==> src/rtl/xlat_pkg.sv <==
package xlat_pkg;
  typedef enum logic [1:0] {
    ACC_LOAD  = 2'b00,
    ACC_STORE = 2'b01,
    ACC_FETCH = 2'b10,
    ACC_LOAD2 = 2'b11
  } acc_kind_e;
endpackage

==> src/rtl/xlat_rst_sync.sv <==
module xlat_rst_sync (
  input  logic clk,
  input  logic arst_n,
  output logic srst_n
);
  logic [1:0] sync_q;

  always_ff @(posedge clk or negedge arst_n) begin
    if (!arst_n) sync_q <= 2'b00;
    else         sync_q <= {sync_q[0], 1'b1};
  end

  assign srst_n = sync_q[1];
endmodule

==> src/rtl/xlat_match.sv <==
// Parallel tag compare across all slots, with a one-hot to index encoder.
module xlat_match #(
  parameter int N     = 8,
  parameter int TAG_W = 20,
  localparam int IDX_W = (N > 1) ? $clog2(N) : 1
) (
  input  logic [N-1:0]     vld_i,
  input  logic [TAG_W-1:0] tag_i [N],
  input  logic [TAG_W-1:0] key_i,
  output logic [N-1:0]     hit_vec_o,
  output logic             any_o,
  output logic [IDX_W-1:0] idx_o
);
  genvar g;
  generate
    for (g = 0; g < N; g++) begin : g_cmp
      assign hit_vec_o[g] = vld_i[g] && (tag_i[g] == key_i);
    end
  endgenerate

  assign any_o = |hit_vec_o;

  always_comb begin
    idx_o = '0;
    for (int i = 0; i < N; i++) begin
      if (hit_vec_o[i]) idx_o = idx_o | IDX_W'(i);
    end
  end
endmodule

==> src/rtl/xlat_victim.sv <==
// Chooses the slot for a fill: same page first, then the lowest free slot, then the pointer.
module xlat_victim #(
  parameter int N = 8,
  localparam int IDX_W = (N > 1) ? $clog2(N) : 1
) (
  input  logic [N-1:0]     vld_i,
  input  logic             dup_any_i,
  input  logic [IDX_W-1:0] dup_idx_i,
  input  logic [IDX_W-1:0] rr_ptr_i,
  output logic [IDX_W-1:0] slot_o,
  output logic             use_rr_o
);
  logic             free_any;
  logic [IDX_W-1:0] free_idx;

  always_comb begin
    free_any = 1'b0;
    free_idx = '0;
    for (int i = N - 1; i >= 0; i--) begin
      if (!vld_i[i]) begin
        free_any = 1'b1;
        free_idx = IDX_W'(i);
      end
    end
  end

  always_comb begin
    use_rr_o = 1'b0;
    if (dup_any_i)     slot_o = dup_idx_i;
    else if (free_any) slot_o = free_idx;
    else begin
      slot_o   = rr_ptr_i;
      use_rr_o = 1'b1;
    end
  end
endmodule

==> src/rtl/xlat_cache.sv <==
module xlat_cache #(
  parameter int VA_W    = 32,
  parameter int PA_W    = 28,
  parameter int OFS_W   = 12,
  parameter int ENTRIES = 8,
  localparam int VPN_W  = VA_W - OFS_W,
  localparam int PFN_W  = PA_W - OFS_W,
  localparam int IDX_W  = (ENTRIES > 1) ? $clog2(ENTRIES) : 1
) (
  input  logic             clk,
  input  logic             rst_n,
  input  logic             req_valid,
  input  logic [VA_W-1:0]  req_vaddr,
  input  logic [1:0]       req_kind,
  input  logic             fill_en,
  input  logic [VPN_W-1:0] fill_vpn,
  input  logic [PFN_W-1:0] fill_pfn,
  input  logic             fill_x,
  input  logic             fill_w,
  input  logic             wr_en,
  input  logic [IDX_W-1:0] wr_idx,
  input  logic [VPN_W-1:0] wr_vpn,
  input  logic [PFN_W-1:0] wr_pfn,
  input  logic             wr_x,
  input  logic             wr_w,
  input  logic             wr_v,
  input  logic             inv_en,
  input  logic [IDX_W-1:0] inv_idx,
  input  logic             flush_en,
  output logic             rsp_valid,
  output logic             rsp_hit,
  output logic             rsp_miss,
  output logic             rsp_fault,
  output logic [PA_W-1:0]  rsp_paddr
);
  import xlat_pkg::*;

  logic rst_s_n;

  // Entry state
  logic [ENTRIES-1:0] vld_q, vld_d;
  logic [ENTRIES-1:0] x_q, w_q;
  logic [VPN_W-1:0]   vpn_q [ENTRIES];
  logic [PFN_W-1:0]   pfn_q [ENTRIES];
  logic [IDX_W-1:0]   rr_q, rr_d;

  // Per-slot write data and enables
  logic [ENTRIES-1:0] ent_we;
  logic [ENTRIES-1:0] new_x, new_w;
  logic [VPN_W-1:0]   new_vpn [ENTRIES];
  logic [PFN_W-1:0]   new_pfn [ENTRIES];

  // Lookup and fill search results
  logic [ENTRIES-1:0] lk_hit_vec, fl_hit_vec;
  logic               lk_any, fl_any;
  logic [IDX_W-1:0]   lk_idx, fl_idx;
  logic [IDX_W-1:0]   fill_slot;
  logic               fill_use_rr;
  logic               fill_go;
  logic               perm_ok;

  // Response state
  logic              rv_q, rh_q, rm_q, rf_q;
  logic              rv_d, rh_d, rm_d, rf_d;
  logic [PA_W-1:0]   pa_q, pa_d;

  xlat_rst_sync u_rst (.clk(clk), .arst_n(rst_n), .srst_n(rst_s_n));

  xlat_match #(.N(ENTRIES), .TAG_W(VPN_W)) u_lk_match (
    .vld_i(vld_q), .tag_i(vpn_q), .key_i(req_vaddr[VA_W-1:OFS_W]),
    .hit_vec_o(lk_hit_vec), .any_o(lk_any), .idx_o(lk_idx)
  );

  xlat_match #(.N(ENTRIES), .TAG_W(VPN_W)) u_fl_match (
    .vld_i(vld_q), .tag_i(vpn_q), .key_i(fill_vpn),
    .hit_vec_o(fl_hit_vec), .any_o(fl_any), .idx_o(fl_idx)
  );

  xlat_victim #(.N(ENTRIES)) u_victim (
    .vld_i(vld_q), .dup_any_i(fl_any), .dup_idx_i(fl_idx), .rr_ptr_i(rr_q),
    .slot_o(fill_slot), .use_rr_o(fill_use_rr)
  );

  assign fill_go = fill_en && !flush_en;

  // Permission check against the matching entry
  always_comb begin
    case (req_kind)
      ACC_STORE: perm_ok = w_q[lk_idx];
      ACC_FETCH: perm_ok = x_q[lk_idx];
      default:   perm_ok = 1'b1;
    endcase
  end

  // Response next state
  always_comb begin
    rv_d = req_valid;
    rh_d = req_valid && lk_any && perm_ok;
    rm_d = req_valid && !lk_any;
    rf_d = req_valid && lk_any && !perm_ok;
    pa_d = rh_d ? {pfn_q[lk_idx], req_vaddr[OFS_W-1:0]} : '0;
  end

  // Entry next state: fill, then write, then invalidate, then flush
  always_comb begin
    vld_d  = vld_q;
    rr_d   = rr_q;
    ent_we = '0;
    for (int i = 0; i < ENTRIES; i++) begin
      new_vpn[i] = fill_vpn;
      new_pfn[i] = fill_pfn;
      new_x[i]   = fill_x;
      new_w[i]   = fill_w;
    end
    if (fill_go) begin
      ent_we[fill_slot] = 1'b1;
      vld_d[fill_slot]  = 1'b1;
      if (fill_use_rr)
        rr_d = (rr_q == IDX_W'(ENTRIES - 1)) ? '0 : rr_q + 1'b1;
    end
    if (wr_en) begin
      ent_we[wr_idx]  = 1'b1;
      new_vpn[wr_idx] = wr_vpn;
      new_pfn[wr_idx] = wr_pfn;
      new_x[wr_idx]   = wr_x;
      new_w[wr_idx]   = wr_w;
      vld_d[wr_idx]   = wr_v;
    end
    if (inv_en)   vld_d[inv_idx] = 1'b0;
    if (flush_en) vld_d = '0;
  end

  // Control registers
  always_ff @(posedge clk or negedge rst_s_n) begin
    if (!rst_s_n) begin
      vld_q <= '0;
      rr_q  <= '0;
      rv_q  <= 1'b0;
      rh_q  <= 1'b0;
      rm_q  <= 1'b0;
      rf_q  <= 1'b0;
      pa_q  <= '0;
    end else begin
      vld_q <= vld_d;
      rr_q  <= rr_d;
      rv_q  <= rv_d;
      rh_q  <= rh_d;
      rm_q  <= rm_d;
      rf_q  <= rf_d;
      pa_q  <= pa_d;
    end
  end

  // Data registers, enabled per slot, not reset
  always_ff @(posedge clk) begin
    for (int i = 0; i < ENTRIES; i++) begin
      if (ent_we[i]) begin
        vpn_q[i] <= new_vpn[i];
        pfn_q[i] <= new_pfn[i];
        x_q[i]   <= new_x[i];
        w_q[i]   <= new_w[i];
      end
    end
  end

  assign rsp_valid = rv_q;
  assign rsp_hit   = rh_q;
  assign rsp_miss  = rm_q;
  assign rsp_fault = rf_q;
  assign rsp_paddr = pa_q;
endmodule

==> config.mk <==
export PLATFORM = sky130hd
export DESIGN_NAME = xlat_cache
export DESIGN_NICKNAME = d
export VERILOG_FILES = /design/src/rtl/xlat_pkg.sv /design/src/rtl/xlat_rst_sync.sv /design/src/rtl/xlat_match.sv /design/src/rtl/xlat_victim.sv /design/src/rtl/xlat_cache.sv
export SDC_FILE = /design/constraint.sdc
export NUM_CORES = 1
export LEC_CHECK = 0
export BUFFER_PORTS_ARGS = -buffer_cell sky130_fd_sc_hd__buf_4
export CORE_MARGIN = 2
export CORE_UTILIZATION = 35
export CTS_CLUSTER_SIZE = 20
export DETAILED_ROUTE_END_ITERATION = 8
export SYNTH_ARGS = -nofsm -noshare
export SYNTH_HDL_FRONTEND = slang
export SYNTH_SLANG_ARGS = --single-unit
==> constraint.sdc <==
create_clock -name clk -period 1.7 [get_ports clk]
set_input_delay 0.34 -clock clk [delete_from_list [all_inputs] [get_ports clk]]
set_output_delay 0.34 -clock clk [all_outputs]
set_load 0.005 [all_outputs]
# After elaboration in Yosys (flattened, before gate mapping)
# Memory sizes are Yosys's and may differ from the RTL's.
# Index checks and enable logic that the tools add are counted.
# Widths: inputs -> output; s select.
# totals
word_cells	180
out_inout_bits	32
regBits	221
ramBits	128
inputBits	124
n_memories	1
# memory_table
memory	depth	width	read_ports	rd_ports_with_merged_regs	wr	line_no	source
pfn_q	8	16	1	0	8	xlat_cache.sv:44	logic [PFN_W-1:0] pfn_q [ENTRIES];
# classes
add_sub_neg	1
n_bitwise	5
muxes	82
n_reduce_logical	31
magnitude_cmp	9
n_eq_ne	19
# ops
operator	n
$eq 20x20->1	16
$bwmux 160	1
$mux 160	1
$bwmux 128	1
$mux 128	1
$mux 8	8
$demux 20 s3	1
$mux 3	19
$demux 16 s3	1
$mux 1	33
$mux 28	1
$logic_and 1x1->1	25
$bwmux 8	3
$mux 20	1
$lt 3x4->1 const B	4
$mux 16	1
$or 8x8->8	2
$reduce_or 8->1	2
$demux 1 s3	3
$ge 3x1->1 const B	3
$and 8x8->8	1
$mux 2	4
$not 8->8	1
$bmux 1 s3	2
10 further kinds	12

# Longest topological paths before layout
# depth
ltp_word	21
ltp_mapped	12
ltp_nobuf	9

# Hierarchy
# A second synthesis with hierarchy kept.
# unflattened
cells_unflattened	1413
area_unflattened_um2	19886.6
# by_module_without_submodules
module	instances	cells_per_inst	area_each_um2
xlat_cache	1	895	15613.7
xlat_match	2	248	2048.2
xlat_victim	1	19	122.6
xlat_rst_sync	1	3	53.8

# Least setup slack after synthesis
# Ideal clock, no wire load.
# synth_timing
path_kind	input port to flip-flop
start	input fill_vpn[6]
end	register vld_q[0]
arrival_time_ns	5.500
n_path_buf	1
stages	10
slack_ns	-3.877
cell_sequence	clkbuf_1 > xor2_1 > or4_1 > nor3b_1 > a22oi_1 > and4_1 > a21oi_1 > nand2_1 > o21ai_0 > o221a_2
# synth_via
elab_chain_cells	21
# synth_rtl
item	line_no	source
start, declared	xlat_cache.sv:16	input logic [VPN_W-1:0] fill_vpn,
$eq 20x20->1	xlat_match.sv:17	assign hit_vec_o[g] = vld_i[g] && (tag_i[g] == key_i);
$logic_and 1x1->1	xlat_match.sv:17	
$mux 1	xlat_match.sv:26	if (hit_vec_o[i]) idx_o = idx_o | IDX_W'(i);
$mux 2 (2 in a row)	xlat_match.sv:26	
$mux 3 (4 in a row)	xlat_match.sv:26	
$mux 3 *	xlat_victim.sv:29	if (dup_any_i) slot_o = dup_idx_i;
$lt 3x4->1 (not written as such) / $ge 3x1->1 (equally long branches)	xlat_cache.sv:117	vld_d[fill_slot] = 1'b1;
$logic_and 1x1->1 (not written as such)	xlat_cache.sv:117	
(+2 left out)	--	
$or 8x8->8 (no source line) *	--	
$mux 8 *	xlat_cache.sv:115	if (fill_go) begin
$bwmux 8	xlat_cache.sv:127	vld_d[wr_idx] = wr_v;
$mux 8 *	xlat_cache.sv:121	if (wr_en) begin
$and 8x8->8 (no source line)	--	
$mux 8 *	xlat_cache.sv:129	if (inv_en) vld_d[inv_idx] = 1'b0;
$mux 8 *	xlat_cache.sv:130	if (flush_en) vld_d = '0;
via vld_d[0]	xlat_cache.sv:41	logic [ENTRIES-1:0] vld_q, vld_d;
end signal, assigned	xlat_cache.sv:144	vld_q <= vld_d;
end, declared	xlat_cache.sv:41	
# The timed path passes the listed nets; every way through them passes the cells marked *.
# A chain may end at the register's enable or synchronous reset.

# Final worst setup path
# layout_timing
start	register vpn_q[19] (netlist bit)
end	register pa_q[6], in the netlist rsp_paddr[6]
# layout_via
elab_chain_cells	8
# layout_rtl
item	line_no	source
start, declared	xlat_cache.sv:43	logic [VPN_W-1:0] vpn_q [ENTRIES];
start signal, assigned by index	xlat_cache.sv:158	vpn_q[i] <= new_vpn[i];
$eq 20x20->1 *	xlat_match.sv:17	
$logic_and 1x1->1 *	xlat_match.sv:17	
$mux 3	xlat_match.sv:26	
$bmux 1 s3, on equally long branches	xlat_cache.sv:90, xlat_cache.sv:89	
$mux 1, on equally long branches	xlat_cache.sv:90, xlat_cache.sv:89	
$pmux 1 s2	xlat_cache.sv:88	case (req_kind)
$logic_and 1x1->1 *	xlat_cache.sv:98	rh_d = req_valid && lk_any && perm_ok;
$mux 28 *	xlat_cache.sv:101	pa_d = rh_d ? {pfn_q[lk_idx], req_vaddr[OFS_W-1:0]} : '0;
via pa_d[6]	xlat_cache.sv:65	logic [PA_W-1:0] pa_q, pa_d;
end signal, assigned	xlat_cache.sv:150	pa_q <= pa_d;
end, declared	xlat_cache.sv:65	
# The timed path passes the listed nets; every way through them passes the cells marked *. The select of a mux whose other input is x is not followed.

==> summary.md <==
| Metric | Value |
|---|---|
| WL/cell | 28.92 um |
| Drt pass-1 iters | 5 |
| DR DRC count | 0 |
| #FFs+latches synth | 349 |
| GP Congestion | 0.9605 |
| Crit path setup slack, layout | -1556 ps |
| Max-Cap Viols | 0 |
| Number of distinct library cells after synthesis | 54 |
| Clock-pin slew on the worst setup and hold paths | 60 ps |
| Clock Latency Late Sink | 600 ps |
| Register area share after synthesis | 50.35% |
| Synth top area cells | edfxtp_1 45%, mux2_2 17%, xnor2_1 10% |
| Initial antenna violation count | 3 |
| Class of the worst hold path | input pin to flop |
| Setup-failing EPs final | 346 |
| Violations in the final reports | negative setup slack |
| Worst Path Arrival | 3770 ps |
| Worst-Margin Slew | 755.4 ps |
| Grt total ovfl | 0 |
| Clk root buf | clkbuf_16 |
| Asr flop ratio synth | 12.89% |
| Pre-CTS setup slack | -1697 ps |
| Pwr dens | 781.9 mW/mm^2 |
| IO Pins | 156 |
| First-pass GRT wire length | 120.6 mm |
| Count leader, synth | mux2_2 |
| Die area | 0.06014 mm^2 |
| Tcrit/Tclk final | 191.6% |
| Area Overhead vs Synth | 47.56% |
| CTS Buf Count | 42 |
| Clk_skew | 31.20 ps |
| # rows | 88 |
| Vias in the first global route | 16782 |
| Crit path capture type | flop |
| Max-slew violation count | 0 |
| Post-synth net total | 1699 |
| Core area | 0.05759 mm^2 |
| Pin count of the biggest net entering global routing | 31 |
| ANT nets after route | 0 |
| Final WL | 85.97 mm |
| Chip Width | 245.2 um |
| Critical path launch point type | flop |
| CP required | 2220 ps |
| Peak VDD IR | 0.0007051 V |
| Syn avg cell area | 12.97 um^2 |
| Share of layout cells above drive strength 1 | 52.36% |
| # fillers | 4866 |
| Slew headroom | 49.25% |
| CTS HTree Levels | 2 |
| Clock tree buffer depth | 3 |
| Hold Violations, Final | 0 |
| Yosys warnings | 0 |
| Fin area | 0.03006 mm^2 |
| Synth Cell Area | 0.02037 mm^2 |
| Primary FF master, synth | edfxtp_1 |
| Max Freq | 307.1 MHz |
| Minimum period implied by the final worst setup slack | 3256 ps |
| Total global-route track usage | 28.11% |
| RSZ-0062 raised after global routing | yes |
| Initial core utilization | 35.37% |
| Top post-synthesis cells by count | 307 x mux2_2, 304 x edfxtp_1, 244 x xnor2_1 |
| Top cell type's share of synthesized area | 44.82% |
| Nets | 2301 |
| Die height | 245.2 um |
| DP HPWL | 56.49 mm |
| Area after DPL | 0.02590 mm^2 |
| Reg area | 0.01026 mm^2 |
| Run status | finished, violations left |
| Syn Inst Count | 1571 |
| Largest area contributor in the netlist | edfxtp_1 |
| Kind of critical path | flop to flop |
| Post-synth EDFFs | 304 |
| Via/cell ratio | 5.604 |
| Clock sinks | 349 |
| Crit path max fanout | 8 |
| CTS tree | built |
| Core Util, Final | 52.19% |
| Vias | 16662 |
| Initial DRC Count | 1570 |
| Port bufs | 155 |
| Static leakage | 11.33 nW |
| Footprint of the multi-input gates | 0.01045 mm^2 |
==> state kept, by name, summed over array words and instances (netlist names), 2 cells and up <==
name and count:
rr_q 3, vld_q 8, vpn_q 160, pfn_q 128, u_rst.sync_q 2, rsp_paddr 28
w_q 8, x_q 8
==> metrics by stage <==
stage	cells	hold WS (ps)	total power, mW	setup TNS (ps)
2_1_floorplan	1571	44.41	11.61	-459570
3_3_place_gp	2789	123.2	13.43	-546010
3_5_place_dp	2789	122.8	13.46	-549100
4_1_cts	2965	1.887	23.53	-429960
5_1_grt	2973	15.83	24.14	-491890
6_report	2973	27.98	23.50	-467690
==> worst paths after layout <==
path | startpoint | to | slack [ps] | cells after the start
worst max-delay path | vpn_q[19]$_DFFE_PP_ | rsp_paddr[6]$_DFF_PN0_ | -1560 | 11
min in group asynchronous | rst_n | u_rst.sync_q[0]$_DFF_PN0_ | 90 | 2
worst min register to register | u_rst.sync_q[1]$_DFF_PN0_ | rr_q[0]$_DFFE_PN0P_ | 230 | 0
worst min-delay path | req_vaddr[5] | rsp_paddr[5]$_DFF_PN0_ | 30 | 2
max in group asynchronous | u_rst.sync_q[1]$_DFF_PN0_ | rsp_paddr[18]$_DFF_PN0_ | 910 | 1
worst max register to register | vpn_q[19]$_DFFE_PP_ | rsp_paddr[6]$_DFF_PN0_ | -1560 | 11
==> cells in the final DEF (no fill, tap or decap), types with 30 or more instances in the layout <==
| cell type | synthesis | routed |
|---|---|---|
| mux2_2 | 307 | 304 |
| buf_16 | 0 | 30 |
| xor2_1 | 79 | 73 |
| dfrtp_1 | 45 | 44 |
| mux2i_1 | 67 | 66 |
| o22ai_1 | 34 | 32 |
| nand4_1 | 90 | 90 |
| clkbuf_16 | 0 | 47 |
| buf_6 | 5 | 35 |
| buf_4 | 8 | 506 |
| xnor2_1 | 244 | 220 |
| buf_12 | 0 | 78 |
| edfxtp_1 | 304 | 304 |
| nand3_1 | 39 | 32 |
==> critical path: stages (launching register included) <==
cell,delay [ps]
edfxtp_1,440
xor2_1,180
or4b_4,570
or4_4,470
o22ai_4,310
nor3_1,200
a32oi_2,230
o2111ai_2,160
nand4_4,140
buf_12,160
buf_16,150
and3_4,170
==> cell families (layout without fill, tap and decap cells) <==
| group | Yosys count | after routing | synth area share (%) |
|---|---|---|---|
| XOR/XNOR | 323 | 323 | 13.89 |
| flip-flops | 349 | 349 | 50.35 |
| multiplexers | 374 | 374 | 20.27 |
| AND/OR/NAND/NOR | 294 | 294 | 8.680 |
| other | 1 | 3 | 0.01841 |
| AO/OA/AOI/OAI | 101 | 101 | 3.796 |
| adder cells (fa/ha/maj) | 4 | 4 | 0.2457 |
| buffers and inverters | 125 | 760 | 2.758 |
==> repair_timing <==
action                                  in CTS  in global routing
hold buffers                                10                  0
endpoints found under the setup margin     346                346
cloned                                      38                  5
setup buffers                               53                 23
pin swaps                                   52                 46
endpoints found under the hold margin       12                  0
resized for setup                          150                 76
==> report_power, final <==
part           internal, mW  switching [mW]
clock                  5.56            3.95
sequential             9.66           0.168
combinational          2.09            2.07
total                  17.3            6.19
==> final cells by class <==
class                           instances  area share, %
Antenna cell                            2        0.01665
Clock buffer                           50          3.630
Clock inverter                         27          1.141
Inverter                               12         0.1499
Multi-Input combinational cell       1097          34.76
Sequential cell                       349          34.12
Tap cell                              765          3.185
Timing Repair Buffer                  671          22.99
==> per-layer routing <==
| layer | track usage [%] | vias up | share of wire [%] |
|---|---|---|---|
| met3 | 4.166 | 207 | 7.2 |
| met1 | 37.17 | 8466 | 41 |
| li1 | - | 7203 | - |
| met5 | 0 | - | 0 |
| met4 | 11.32 | 0 | 4.6 |
| met2 | 46.18 | 786 | 47 |
No activity file was read; power rests on OpenSTA's default activity.
